File: config.mk
export PLATFORM = sky130hd
export DESIGN_NAME = vfc_top
export DESIGN_NICKNAME = d
export VERILOG_FILES = /design/src/rtl/vfc_pkg.sv /design/src/rtl/vfc_ctrl_reg.sv /design/src/rtl/vfc_flag_cell.sv /design/src/rtl/vfc_handshake.sv /design/src/rtl/vfc_irq.sv /design/src/rtl/vfc_top.sv
export SDC_FILE = /design/constraint.sdc
export NUM_CORES = 1
export LEC_CHECK = 0
export ABC_CLOCK_PERIOD_IN_PS = 1200
export BUFFER_PORTS_ARGS = -buffer_cell sky130_fd_sc_hd__buf_2
export CORE_MARGIN = 2
export CORE_UTILIZATION = 45
export CTS_CLUSTER_SIZE = 8
export DETAILED_ROUTE_END_ITERATION = 6
export PLACE_DENSITY_LB_ADDON = 0.12
export SETUP_SLACK_MARGIN = 0.02
export SYNTH_ARGS = -nofsm -noshare
export SYNTH_HDL_FRONTEND = slang
export SYNTH_SLANG_ARGS = --single-unit
export TNS_END_PERCENT = 20
File: constraint.sdc
create_clock -name clk -period 1.2 [get_ports clk]
set_clock_uncertainty 0.15 [all_clocks]
set_input_delay 0.12 -clock clk [delete_from_list [all_inputs] [get_ports clk]]
set_output_delay 0.12 -clock clk [all_outputs]
set_load 0.05 [all_outputs]
File: src/rtl/vfc_pkg.sv
package vfc_pkg;
  localparam int NFLAG   = 5;
  localparam int FL_B1   = 0;
  localparam int FL_B2   = 1;
  localparam int FL_HBE  = 2;
  localparam int FL_URUN = 3;
  localparam int FL_EOF  = 4;

  typedef enum logic [1:0] {
    MODE_VIDEO  = 2'd0,
    MODE_STREAM = 2'd1,
    MODE_MSG    = 2'd2,
    MODE_RSVD   = 2'd3
  } vmode_e;

  typedef struct packed {
    logic [NFLAG-1:0] ie;
    vmode_e           mode;
    logic             srst;
    logic             en;
  } ctrl_t;

  localparam int CTRL_W = $bits(ctrl_t);
endpackage

File: src/rtl/vfc_ctrl_reg.sv
module vfc_ctrl_reg
  import vfc_pkg::*;
#(
  parameter int ADDR_W    = 1,
  parameter int CTRL_ADDR = 0
) (
  input  logic              clk,
  input  logic              rst,
  input  logic              wr_en,
  input  logic [ADDR_W-1:0] wr_addr,
  input  logic [CTRL_W-1:0] wr_data,
  input  logic              drain_ev,
  output ctrl_t             ctrl_q
);
  ctrl_t ctrl_d;
  logic  hit;

  assign hit = wr_en && (wr_addr == ADDR_W'(CTRL_ADDR));

  always_comb begin
    ctrl_d = ctrl_q;
    if (hit) begin
      ctrl_d = ctrl_t'(wr_data);
      // illegal combination: reset wins, enable dropped
      if (ctrl_d.srst) ctrl_d.en = 1'b0;
    end
    // message transfer ends when buffer 1 drains
    if (ctrl_q.mode == MODE_MSG && ctrl_q.en && drain_ev) ctrl_d.en = 1'b0;
  end

  always_ff @(posedge clk) begin
    if (rst) ctrl_q <= '0;
    else     ctrl_q <= ctrl_d;
  end

  a_r5_msg_selfclear: assert property (@(posedge clk) disable iff (rst)
    (ctrl_q.mode == MODE_MSG && ctrl_q.en && drain_ev) |=> !ctrl_q.en);
  a_r9_no_en_in_reset: assert property (@(posedge clk) disable iff (rst)
    ctrl_q.srst |-> !ctrl_q.en);
endmodule

File: src/rtl/vfc_flag_cell.sv
module vfc_flag_cell (
  input  logic clk,
  input  logic rst,
  input  logic hold,
  input  logic set,
  input  logic clr,
  output logic q
);
  always_ff @(posedge clk) begin
    if (rst || hold) q <= 1'b0;
    else if (set)    q <= 1'b1;
    else if (clr)    q <= 1'b0;
  end

  a_r2_set_wins: assert property (@(posedge clk) disable iff (rst)
    (set && !hold) |=> q);
  a_r1_clear: assert property (@(posedge clk) disable iff (rst)
    (clr && !set && !hold) |=> !q);
endmodule

File: src/rtl/vfc_handshake.sv
module vfc_handshake (
  input  logic clk,
  input  logic rst,
  input  logic hold,
  input  logic active_start,
  input  logic eof_pend,
  input  logic ack,
  output logic urun_set,
  output logic ptr_load_q
);
  assign urun_set = active_start && eof_pend && !ack && !hold;

  always_ff @(posedge clk) begin
    if (rst) ptr_load_q <= 1'b0;
    else     ptr_load_q <= active_start && !hold && !urun_set;
  end

  a_r3_missed_no_load: assert property (@(posedge clk) disable iff (rst)
    (active_start && eof_pend && !ack && !hold) |=> !ptr_load_q);
  a_r3_ontime_load: assert property (@(posedge clk) disable iff (rst)
    (active_start && !eof_pend && !hold) |=> ptr_load_q);
endmodule

File: src/rtl/vfc_irq.sv
module vfc_irq #(
  parameter int N = 5
) (
  input  logic         clk,
  input  logic         rst,
  input  logic [N-1:0] flags,
  input  logic [N-1:0] ie,
  output logic         irq_q
);
  always_ff @(posedge clk) begin
    if (rst) irq_q <= 1'b0;
    else     irq_q <= |(flags & ie);
  end

  a_r4_irq_follows: assert property (@(posedge clk) disable iff (rst)
    (|(flags & ie)) |=> irq_q);
  a_r4_irq_quiet: assert property (@(posedge clk) disable iff (rst)
    !(|(flags & ie)) |=> !irq_q);
endmodule

File: src/rtl/vfc_top.sv
module vfc_top
  import vfc_pkg::*;
#(
  parameter int ADDR_W = 1
) (
  input  logic              clk,
  input  logic              rst,
  input  logic              wr_en,
  input  logic [ADDR_W-1:0] wr_addr,
  input  logic [CTRL_W-1:0] wr_data,
  input  logic              ev_buf1_empty,
  input  logic              ev_buf2_empty,
  input  logic              ev_hblank_end,
  input  logic              ev_active_start,
  input  logic              ev_field_end,
  output logic              ctl_enable,
  output logic              ctl_soft_rst,
  output logic [NFLAG-1:0]  flags,
  output logic              mem_rd_en,
  output logic              ptr_load,
  output logic              irq
);
  localparam int CTRL_ADDR = 0;
  localparam int CLR_ADDR  = 1;

  ctrl_t            ctrl;
  logic [NFLAG-1:0] clr_vec;
  logic [NFLAG-1:0] set_vec;
  logic             urun_set;
  logic             rd_q;

  assign clr_vec = (wr_en && wr_addr == ADDR_W'(CLR_ADDR)) ? wr_data[NFLAG-1:0] : '0;

  vfc_ctrl_reg #(.ADDR_W(ADDR_W), .CTRL_ADDR(CTRL_ADDR)) u_ctrl (
    .clk(clk), .rst(rst), .wr_en(wr_en), .wr_addr(wr_addr),
    .wr_data(wr_data), .drain_ev(ev_buf1_empty), .ctrl_q(ctrl)
  );

  vfc_handshake u_hs (
    .clk(clk), .rst(rst), .hold(ctrl.srst), .active_start(ev_active_start),
    .eof_pend(flags[FL_EOF]), .ack(clr_vec[FL_EOF]),
    .urun_set(urun_set), .ptr_load_q(ptr_load)
  );

  always_comb begin
    set_vec          = '0;
    set_vec[FL_B1]   = ev_buf1_empty;
    set_vec[FL_B2]   = ev_buf2_empty;
    set_vec[FL_HBE]  = ev_hblank_end;
    set_vec[FL_URUN] = urun_set;
    set_vec[FL_EOF]  = ev_field_end;
  end

  for (genvar i = 0; i < NFLAG; i++) begin : g_flag
    vfc_flag_cell u_cell (
      .clk(clk), .rst(rst), .hold(ctrl.srst),
      .set(set_vec[i]), .clr(clr_vec[i]), .q(flags[i])
    );
  end

  vfc_irq #(.N(NFLAG)) u_irq (
    .clk(clk), .rst(rst), .flags(flags), .ie(ctrl.ie), .irq_q(irq)
  );

  always_ff @(posedge clk) begin
    if (rst) rd_q <= 1'b0;
    else     rd_q <= ctrl.en && !ctrl.srst;
  end

  assign mem_rd_en    = rd_q;
  assign ctl_enable   = ctrl.en;
  assign ctl_soft_rst = ctrl.srst;

  a_r8_hold_clears: assert property (@(posedge clk) disable iff (rst)
    ctrl.srst |=> (flags == '0));
  a_r7_read_follows: assert property (@(posedge clk) disable iff (rst)
    (ctrl.en && !ctrl.srst) |=> mem_rd_en);
endmodule

# Yosys cells after proc, flatten, opt, wreduce, memory -nomap -nowiden
# Index checks and enable logic that the tools add are counted.
# totals
regBits,17
in_bits,18
out_inout_bits,10
wordCells,48
# op_classes
eq_ne,1
muxes,12
n_bitwise,2
n_reduce_logical,21
# ops
operator,count
$mux 1,11
$logic_and 1x1->1,10
$reduce_bool 2->1,5
$and 5x5->5,1
$mux 5,1
$reduce_or 5->1,1
$logic_not 1->1,3
$eq 2x2->1 const B,1
$reduce_or 2->1,1
$logic_or 1x1->1,1
$not 1->1,1

# Longest topological paths before layout
# Gate-level depths: netlist of the first run.
# depth
ltp_word,7
depth_mapped,4
depth_no_buf,3

# By module
# Synthesis of the first run repeated with hierarchy kept, for this count alone.
# unflattened
cells_unflattened,78
hier_area_um2,780.7
# modules_own_cells
module,n_inst,cells_each,area_each_um2,seq_area_each_um2
vfc_ctrl_reg,1,43,395.4,180.2
vfc_flag_cell,5,4,45.0,20.0
vfc_handshake,1,4,58.8,20.0
vfc_top,1,7,58.8,20.0
vfc_irq,1,4,42.5,20.0

# Worst setup path before layout of the first run
# OpenSTA, ideal clock, no wires.
# synth_path
path_type,reg-to-reg
startpoint,register u_ctrl.ctrl_q[1] (netlist name)
endpoint,register g_flag[3].u_cell.q
setup_ns,0.129
arrival_ns,1.158
required_ns,0.921
slack_ns,-0.237
path_stages_with_launch,5
n_path_buf,1
synth_period_minus_slack_ns,1.437
path_cell_list,dfxtp_1 > buf_2 > nor2b_1 > a32oi_1 > nor3_1
# synth_via
elab_chain_len,3
word_cells_on_any_way,5
cone_classes,mux: 1; reduce/logical: 4
# synth_rtl
element,line,source
"start, declared",vfc_ctrl_reg.sv:13,output ctrl_t ctrl_q
"start signal, assigned",vfc_ctrl_reg.sv:33,else ctrl_q <= ctrl_d;
$logic_not 1->1,vfc_handshake.sv:11,assign urun_set = active_start && eof_pend && !ack && !hold;
$logic_and 1x1->1,vfc_handshake.sv:11,
$mux 1 or $reduce_bool 2->1 (tied branches),n/a,
"end signal, assigned",vfc_flag_cell.sv:10,if (rst || hold) q <= 1'b0;
"end signal, assigned",vfc_flag_cell.sv:11,else if (set) q <= 1'b1;
"end signal, assigned",vfc_flag_cell.sv:12,else if (clr) q <= 1'b0;
"end, declared",vfc_flag_cell.sv:7,output logic q
# Parallel ways exist; a longest one is shown, timed or not.
# A chain may end at the register's enable or synchronous reset.

# Worst setup path in the final report of the first run
# layout_path
startpoint,register g_flag[1].u_cell.q
endpoint,output flags[1]
# layout_lines
element,line,source
"start, declared",vfc_flag_cell.sv:7,
"start signal, assigned",vfc_flag_cell.sv:10,
"start signal, assigned",vfc_flag_cell.sv:11,
"start signal, assigned",vfc_flag_cell.sv:12,
"end, declared",vfc_top.sv:18,"output logic [NFLAG-1:0] flags,"
# No word-level cell between the ends.

==> results of run 1 <==
==> power by group through the flow <==
stage               sequential [mW]  clock, mW  combinational [mW]
floorplan                     0.655          0               0.135
global placement              0.633          0               0.207
detailed placement            0.634          0               0.209
CTS                           0.623      0.313               0.252
global route                  0.628      0.341               0.294
finish                        0.624      0.306               0.275
==> worst min path at each step <==
stage	startpoint	end	slack (ns)
3_3_place_gp	wr_data[7]	u_ctrl.ctrl_q[7]	0.21
6_report	wr_en	u_hs.ptr_load_q	0.04
3_5_place_dp	wr_data[6]	u_ctrl.ctrl_q[6]	0.22
4_1_cts	wr_addr	u_hs.ptr_load_q	0.03
2_1_floorplan	wr_data[1]	u_ctrl.ctrl_q[1]	0.1
5_1_grt	wr_en	u_hs.ptr_load_q	0.04
==> cell families (layout without fill, tap and decap cells) <==
group           Yosys count  count (layout)
simple gates             34              34
compound gates           18              18
flops                    17              17
buf+inv                  11              49
==> flip-flops by register name, indices dropped and copies added, names as in the netlist <==
register	flops
u_hs.ptr_load_q	1
u_irq.irq_q	1
mem_rd_en	1
g_flag.u_cell.q	5
u_ctrl.ctrl_q	9
==> final cells by class <==
type / count / area, µm²
clock buffers: 3 / 22.52
fillers: 131 / 430.4
multi-input cells: 52 / 305.3
clock inverters: 1 / 5.005
inverters: 1 / 3.754
repair buffers: 44 / 337.8
well taps: 16 / 20.02
flip-flops and latches: 17 / 346.6
==> cells in the mapped netlist, drive strengths merged (3+ instances only) <==
library cell | count | area [µm²]
nand3 | 5 | 30.03
buf | 9 | 62.56
nor3 | 6 | 35.03
nand2 | 16 | 60.06
a21oi | 13 | 65.06
dfxtp | 17 | 340.3
nor2b | 3 | 18.77
==> timing repair <==
item / CTS / global route
gates resized for setup: 9 / 8
setup buffers: 0 / 2
cloned: 0 / 0
setup endpoints to repair: 7 / 8
hold buffers: 13 / 0
endpoints found under the hold margin: 13 / 0
==> worst register-to-register path, cell delays in order, from the launching register on <==
cell and delay (ns):
dfxtp_4 0.38, buf_4 0.14, nor2b_1 0.11, a32oi_1 0.11, nor3_1 0.12
==> per-layer routing <==
metal / GRT usage (%) / routed length (µm) / vias up
met4: 12.73 / 40 / 0
met1: 23.88 / 775 / 328
met2: 33.13 / 855 / 29
met3: 5.106 / 82 / 5
li1: - / - / 348
met5: 0 / 0 / -
==> impl_metrics.env, run 1 <==
export IMPL_synth_nets=98
export IMPL_grt_overflow_total=0
export IMPL_postPlaceCellArea_um2=804.5
export IMPL_rr_endpoint="g_flag[3].u_cell.q"
export IMPL_rows=14
export IMPL_worst_pin_slew_ns=0.3634
export IMPL_rrSetupSlack_ns=0.13
export IMPL_post_synth_fa_ha_maj_area_fraction_pct=0
export IMPL_clock_path_buffers=2
export IMPL_final_cell_mix="buf_2 (19), nand2_1 (16), dfxtp_1 (14)"
export IMPL_leakagePower_nw=0.4364
export IMPL_dpl_hpwl_um=1091
export IMPL_synthMuxAreaShare_pct=0
export IMPL_min_path_type="in -> reg"
export IMPL_numCtsBuffers=3
export IMPL_first_pass_iters=4
export IMPL_cts_sinks=17
export IMPL_status="completed"
export IMPL_cts_tree="built"
export IMPL_p_sw_share_pct=30.18
export IMPL_place_congestion=0.8403
export IMPL_nNetsFinal=137
export IMPL_async_flop_share_pct=0
export IMPL_netlist_area_um2=695.7
export IMPL_place_inst=115
export IMPL_yosys_area_share_xor_xnor_pct=0
export IMPL_worst_slack_ns=0.05399
export IMPL_h_tree_depth=1
export IMPL_reg2regPathDepth=4
export IMPL_drt_initial_drc_count=20
export IMPL_slew_headroom_pct=75.77
export IMPL_r2r_start="u_ctrl.ctrl_q[1]"
export IMPL_cp_num_buf_inv=1
export IMPL_die_area_um2=1877
export IMPL_detail_route_antenna_nets=0
export IMPL_ys_flop_type="dfxtp_1"
export IMPL_grt_pass1_wl_um=2739
export IMPL_via_count=710
export IMPL_drc=0
export IMPL_clk_latency_ns=0.30
export IMPL_power_total_mw=1.205
export IMPL_timing_final_crit_share_pct=95.50
export IMPL_endpoint_kind="output pin"
export IMPL_cpMaxStageDelayCell="dfxtp_1"
export IMPL_synthCells=80
export IMPL_grt_max_degree=18
export IMPL_pwr_share_seq_pct=51.8
export IMPL_synth_edf_count=0
export IMPL_slew_viol_final=0
export IMPL_seq_area_frac_synth_pct=48.92
export IMPL_path_clk_slew_ns=0.10
export IMPL_synth_compound_area_share_pct=16.55
export IMPL_cp_arrival_ns=0.88
export IMPL_min_path_cells=3
export IMPL_worstSetupStartpoint="g_flag[1].u_cell.q"
export IMPL_power_clock_fraction_pct=25.4
export IMPL_yosys_area_share_simple_pct=24.46
export IMPL_cpPeakStageDelay_ns=0.40
export IMPL_worstSetupEndpoint="flags[1]"
export IMPL_drive_above_1_share_pct=35.59
export IMPL_io_buffers=27
export IMPL_start_kind="flop"
export IMPL_instances_no_fill=134
export IMPL_crit_chain="buf_6"
export IMPL_antenna_cells=0
export IMPL_layout_min_cycle_time_ns=1.146
export IMPL_viasPerCell=5.299
export IMPL_setup_viol=0
export IMPL_cp_max_fo=3
export IMPL_power_density_nw_per_um2=1157
export IMPL_synth_area_per_cell_um2=8.696
export IMPL_pwr_share_comb_pct=22.8
export IMPL_fin_setup_tns_ns=0
export IMPL_start_util_pct=47.28
export IMPL_synth_cell_types=21
export IMPL_p_switching_mw=0.3636
export IMPL_fmax_mhz=872.6
export IMPL_antenna_found_initial=0
export IMPL_ys_seq_elements=17
export IMPL_grt_pass1_vias=639
export IMPL_clock_root_buffer="clkbuf_4"
export IMPL_yosysWarnings=0
export IMPL_rsz0062_at_grt="true"
export IMPL_final_util_pct=70.75
export IMPL_crit_required_ns=0.93
export IMPL_hold_viol_final=0
export IMPL_area_growth_pct=49.64
export IMPL_grt_usage_pct=20.42
export IMPL_fp_dieH_um=43.32
export IMPL_cp_depth=1
export IMPL_fin_area_um2=1041
export IMPL_fp_coreArea_um2=1471
export IMPL_die_x_um=43.32
export IMPL_ioPinCount=28
export IMPL_vdd_ir_drop_max_uv=705.0
export IMPL_hold_ws_ns=0.03815
export IMPL_p_int_mw=0.8410
export IMPL_routedWlPerCell_um=13.09
export IMPL_final_common_cell="buf_2"
export IMPL_synth_top_family_by_area="simple AND/OR/NAND/NOR gates"
export IMPL_cp_top_family="flip-flops"
export IMPL_maxCapViolCount=0
export IMPL_dpl_worst_slack_ns=0.07541
export IMPL_routed_wl_um=1754
export IMPL_path_class="reg -> out"
(Power assumes the default switching activity.)
==> run 2, diff against run 1 <==
--- a/config.mk
+++ b/config.mk
@@ -5,7 +5,7 @@
 export SDC_FILE = /design/constraint.sdc
 export NUM_CORES = 1
 export LEC_CHECK = 0
-export ABC_CLOCK_PERIOD_IN_PS = 1200
+export ABC_CLOCK_PERIOD_IN_PS = 1100
 export BUFFER_PORTS_ARGS = -buffer_cell sky130_fd_sc_hd__buf_2
 export CORE_MARGIN = 2
 export CORE_UTILIZATION = 45
==> constraint.sdc (replaced) <==
create_clock -name clk -period 1.1 [get_ports clk]
set_clock_uncertainty 0.15 [all_clocks]
set_input_delay 0.11 -clock clk [delete_from_list [all_inputs] [get_ports clk]]
set_output_delay 0.11 -clock clk [all_outputs]
set_load 0.05 [all_outputs]
==> run 2 against run 1 <==
Net effect:
- sequential share of layout area is 0.67 points higher
- via count is 0.99% higher
- global-route usage is 1.5 points lower
- utilization is 1.1 points higher
- power is 9.4% higher
- flip-flop and latch count stayed put
- the flow now finishes with violations (hold timing)
- largest cell class is now non-clock buffers
==> impl_metrics.env, run 2 (synthesis results as in run 1) <==
export IMPL_maxCapViolCount=0
export IMPL_worstSetupStartpoint="g_flag[4].u_cell.q"
export IMPL_rr_endpoint="u_irq.irq_q"
export IMPL_path_class="reg -> out"
export IMPL_place_inst=115
export IMPL_reg2regPathDepth=2
export IMPL_rrSetupSlack_ns=0.05
export IMPL_ioPinCount=28
export IMPL_routedWlPerCell_um=12.33
export IMPL_grt_pass1_wl_um=2642
export IMPL_rsz0062_at_grt="true"
export IMPL_slew_viol_final=0
export IMPL_min_path_type="in -> reg"
export IMPL_cpPeakStageDelay_ns=0.39
export IMPL_die_x_um=43.32
export IMPL_layout_min_cycle_time_ns=1.071
export IMPL_r2r_start="g_flag[4].u_cell.q"
export IMPL_cp_max_fo=4
export IMPL_postPlaceCellArea_um2=804.5
export IMPL_detail_route_antenna_nets=0
export IMPL_endpoint_kind="output pin"
export IMPL_final_common_cell="buf_2"
export IMPL_h_tree_depth=1
export IMPL_antenna_cells=0
export IMPL_clock_path_buffers=2
export IMPL_rows=14
export IMPL_slew_headroom_pct=75.59
export IMPL_leakagePower_nw=0.4416
export IMPL_clk_latency_ns=0.28
export IMPL_cp_num_buf_inv=1
export IMPL_io_buffers=27
export IMPL_worst_pin_slew_ns=0.3662
export IMPL_cpMaxStageDelayCell="dfxtp_4"
export IMPL_timing_final_crit_share_pct=97.38
export IMPL_grt_pass1_vias=617
export IMPL_viasPerCell=5.391
export IMPL_cts_sinks=17
export IMPL_fin_area_um2=1057
export IMPL_dpl_hpwl_um=1089
export IMPL_multi_input_area_um2=287.8
export IMPL_reg_top3="u_ctrl.ctrl_q: 9 flops, g_flag.u_cell.q: 5 flops"
export IMPL_crit_required_ns=0.84
export IMPL_place_congestion=0.8085
export IMPL_drt_initial_drc_count=12
export IMPL_vdd_ir_drop_max_uv=831.8
export IMPL_grt_max_degree=18
export IMPL_fp_coreArea_um2=1471
export IMPL_hold_ws_ns=-0.05959
export IMPL_cp_arrival_ns=0.81
export IMPL_power_density_nw_per_um2=1246
export IMPL_final_cell_mix="buf_2 (17), nand2_1 (16), a21oi_1 (13)"
export IMPL_numCtsBuffers=3
export IMPL_status="finished, violations left"
export IMPL_top_register="u_ctrl.ctrl_q"
export IMPL_fmax_mhz=933.5
export IMPL_cp_top_family="flip-flops"
export IMPL_die_area_um2=1877
export IMPL_crit_chain="buf_8"
export IMPL_area_growth_pct=51.98
export IMPL_routed_wl_um=1640
export IMPL_nNetsFinal=136
export IMPL_grt_usage_pct=18.87
export IMPL_drc=0
export IMPL_fillers=113
export IMPL_hold_buffers=11
export IMPL_largest_reg_flops=9
export IMPL_grt_overflow_total=0
export IMPL_fp_dieH_um=43.32
export IMPL_seq_area_um2=359.1
export IMPL_violations="hold timing"
export IMPL_path_clk_slew_ns=0.10
export IMPL_start_kind="flop"
export IMPL_instances_no_fill=133
export IMPL_first_pass_iters=6
export IMPL_cts_tree="built"
export IMPL_hold_start="ev_active_start"
export IMPL_via_count=717
export IMPL_clock_root_buffer="clkbuf_4"
export IMPL_cp_depth=1
export IMPL_start_util_pct=47.28
export IMPL_setup_viol=0
export IMPL_drive_above_1_share_pct=40.17
export IMPL_hold_viol_final=2
export IMPL_antenna_found_initial=0
export IMPL_worstSetupEndpoint="flags[4]"
run 2: power breakdown:
part	switching (mW)	total, mW	internal [mW]
combinational	0.165	0.311	0.145
clock	0.186	0.327	0.140
sequential	0.0310	0.681	0.649
total	0.383	1.32	0.935
run 2: timing repair:
action / 4_1_cts / 5_1_grt
setup endpoints to repair: 10 / 9
buffers inserted: 2 / 1
endpoints found under the hold margin: 13 / 2
gates resized for setup: 24 / 9
pin swaps: 0 / 1
run 2: worst min path at each step:
stage	slack [ns]	endpoint	depth (start not counted)
floorplan	0.09	u_ctrl.ctrl_q[1]	2
global placement	0.20	u_ctrl.ctrl_q[7]	3
detailed placement	0.21	u_ctrl.ctrl_q[5]	3
CTS	-0.06	u_hs.ptr_load_q	3
global route	-0.07	u_hs.ptr_load_q	3
finish	-0.06	u_hs.ptr_load_q	3
run 2: through the flow:
stage	util (%)	setup TNS (ns)	worst slack, ns	total power [mW]
final	71.85	0	0.02880	1.318
after detailed placement	54.68	-0.01219	-0.01219	0.9199
after global placement	54.68	0	0.03381	0.9163
after CTS	69.30	0	0.002726	1.305
after global routing	71.85	-0.009707	-0.009707	1.378
after floorplan	-	-0.08282	-0.08282	0.8618
run 2: cell type report:
class,instances,share of cell area [%]
inverter,1,0.3550
tap,16,1.893
timing repair buffer,43,34.08
clock buffer,4,2.485
multi-input combinational,52,27.22
sequential,17,33.96
run 2: worst register-to-register path: cells and delay by family (launching register included):
kind | cells | cell delay (ns)
AOI/OAI and AO/OA | 2 | 0.42
DFF | 1 | 0.38
run 2: metal layers:
layer  GRT usage, %  wire length, µm  vias up
li1               -                -      347
met1          25.79              750      342
met5              0                0        -
met3          3.830               90        2
met4          5.455               10        0
met2          30.15              789       26
==> run 3, diff against run 2 <==
--- a/config.mk
+++ b/config.mk
@@ -11,6 +11,7 @@
 export CORE_UTILIZATION = 45
 export CTS_CLUSTER_SIZE = 8
 export DETAILED_ROUTE_END_ITERATION = 6
+export GPL_TIMING_DRIVEN = 0
 export PLACE_DENSITY_LB_ADDON = 0.12
 export SETUP_SLACK_MARGIN = 0.02
 export SYNTH_ARGS = -nofsm -noshare
==> run 3 against run 2 <==
Net effect:
- the run ends with hold timing, setup timing left
- wire length increased by 9.3%
- non-clock buffer count rose by 9
- clock power about the same
- die area stayed put
- largest power group unchanged
- highest routed layer unchanged
==> impl_metrics.env, run 3 (synthesis results as in run 1) <==
export IMPL_status="finished, violations left"
export IMPL_violations="hold timing, setup timing"
export IMPL_routedWlPerCell_um=12.62
export IMPL_fmax_mhz=868.6
export IMPL_power_clock_fraction_pct=24.1
export IMPL_setup_viol=5
export IMPL_power_total_mw=1.360
export IMPL_worstSetupStartpoint="g_flag[4].u_cell.q"
export IMPL_fin_area_um2=1137
export IMPL_power_density_nw_per_um2=1196
export IMPL_h_tree_depth=1
export IMPL_vdd_ir_drop_max_uv=808.1
export IMPL_clock_root_buffer="clkbuf_4"
export IMPL_dpl_worst_slack_ns=-0.01327
export IMPL_fillers=112
export IMPL_reg_top3="u_ctrl.ctrl_q: 9 flops, g_flag.u_cell.q: 5 flops"
export IMPL_p_switching_mw=0.3931
export IMPL_layout_min_cycle_time_ns=1.151
export IMPL_numCtsBuffers=3
export IMPL_multi_input_area_um2=285.3
export IMPL_p_int_mw=0.9673
export IMPL_worstSetupEndpoint="flags[4]"
export IMPL_grt_overflow_total=0
export IMPL_wl_met2_um=892
export IMPL_rrSetupSlack_ns=-0.02
export IMPL_largest_reg_flops=9
export IMPL_drive_above_1_share_pct=42.06
export IMPL_slew_headroom_pct=74.09
export IMPL_die_x_um=43.32
export IMPL_slew_viol_final=0
export IMPL_detail_route_antenna_nets=0
export IMPL_wl_met3_um=88
export IMPL_first_pass_iters=5
export IMPL_die_area_um2=1877
export IMPL_nNetsFinal=145
export IMPL_antenna_found_initial=0
export IMPL_viasPerCell=5.148
export IMPL_path_class="reg -> out"
export IMPL_path_clk_slew_ns=0.09
export IMPL_top_register="u_ctrl.ctrl_q"
export IMPL_drt_initial_drc_count=19
export IMPL_dpl_hpwl_um=1075
export IMPL_clk_latency_ns=0.29
export IMPL_drc=0
export IMPL_postPlaceCellArea_um2=850.8
export IMPL_via_count=731
export IMPL_rsz0062_at_grt="true"
export IMPL_top_signal_layer_used="met4"
export IMPL_pwr_share_comb_pct=26.3
export IMPL_place_inst=122
export IMPL_worst_slack_ns=-0.05130
export IMPL_cp_arrival_ns=0.89
export IMPL_cts_tree="built"
export IMPL_grt_pass1_vias=647
export IMPL_pwr_share_seq_pct=49.6
export IMPL_reg2regPathDepth=3
export IMPL_seq_area_um2=356.6
export IMPL_final_common_cell="buf_2"
export IMPL_clock_path_buffers=2
export IMPL_rows=14
export IMPL_start_util_pct=47.28
export IMPL_maxCapViolCount=0
export IMPL_ioPinCount=28
export IMPL_final_cell_mix="buf_2 (17), nand2_1 (16), a21oi_1 (13)"
export IMPL_leakagePower_nw=0.4848
export IMPL_r2r_start="g_flag[3].u_cell.q"
export IMPL_min_path_type="in -> reg"
export IMPL_instances_no_fill=142
export IMPL_cts_sinks=17
export IMPL_grt_max_degree=11
export IMPL_fp_dieH_um=43.32
export IMPL_antenna_cells=0
export IMPL_io_buffers=26
export IMPL_p_sw_share_pct=28.89
export IMPL_routed_wl_um=1792
export IMPL_timing_final_crit_share_pct=104.7
export IMPL_wl_met1_um=791
export IMPL_hold_ws_ns=-0.06696
export IMPL_worst_pin_slew_ns=0.3887
export IMPL_cp_max_fo=3
export IMPL_endpoint_kind="output pin"
export IMPL_grt_pass1_wl_um=2787
export IMPL_crit_required_ns=0.84
export IMPL_place_congestion=0.7533
export IMPL_grt_usage_pct=20.70
export IMPL_hold_buffers=12
export IMPL_start_kind="flop"
export IMPL_hold_viol_final=2
export IMPL_rr_endpoint="u_irq.irq_q"
export IMPL_area_growth_pct=63.49
export IMPL_fp_coreArea_um2=1471
==> run 3: worst min path at each step <==
stage                          start               end  slack, ns  cells after the start
after global routing      wr_data[4]  u_ctrl.ctrl_q[4]      -0.07                      3
after CTS                 wr_data[4]  u_ctrl.ctrl_q[4]      -0.08                      3
after detailed placement  wr_data[8]  u_ctrl.ctrl_q[8]       0.21                      3
after floorplan           wr_data[1]  u_ctrl.ctrl_q[1]       0.09                      2
final                     wr_data[4]  u_ctrl.ctrl_q[4]      -0.07                      3
after global placement    wr_data[7]  u_ctrl.ctrl_q[7]       0.20                      3
==> run 3: critical path: stages (launching register included) <==
cell,delay (ns)
dfxtp_4,0.36
buf_6,0.11
buf_8,0.14
==> run 3: repair_timing <==
action	in CTS	in global routing
endpoints found under the setup margin	12	13
gates resized for setup	31	6
endpoints found under the hold margin	13	2
buffers inserted	5	0
pin swaps	2	0
==> run 3: per-stage QoR <==
step / hold slack, ns / TNS (ns) / util, %
after floorplan: 0.08561 / -0.08282 / -
after global placement: 0.2018 / -0.007420 / 57.82
after detailed placement: 0.2102 / -0.02519 / 57.82
after CTS: -0.07743 / -0.2070 / 75.85
after global routing: -0.06954 / -0.4107 / 77.30
final: -0.06696 / -0.1817 / 77.30
==> run 3: routing by layer <==
metal / global-route usage (%) / vias up
met1: 24.47 / 336
met4: 9.091 / 0
met5: 0 / -
met2: 35.22 / 27
met3: 5.106 / 4
li1: - / 364
==> run 3: final cells by class <==
cell class	count	area share, %
tap	16	1.760
clock buffer	4	2.310
multi-input combinational	52	25.08
timing repair buffer	43	32.78
sequential	17	31.35
inverter	1	0.3300
buffer	9	6.381
==> run 3: power groups by stage <==
| stage | Combinational [mW] | Clock (mW) | Sequential (mW) |
|---|---|---|---|
| final | 0.357 | 0.328 | 0.675 |
| after global placement | 0.250 | 0 | 0.686 |
| after detailed placement | 0.253 | 0 | 0.686 |
| after global routing | 0.379 | 0.372 | 0.680 |
| after floorplan | 0.147 | 0 | 0.715 |
| after CTS | 0.347 | 0.341 | 0.674 |
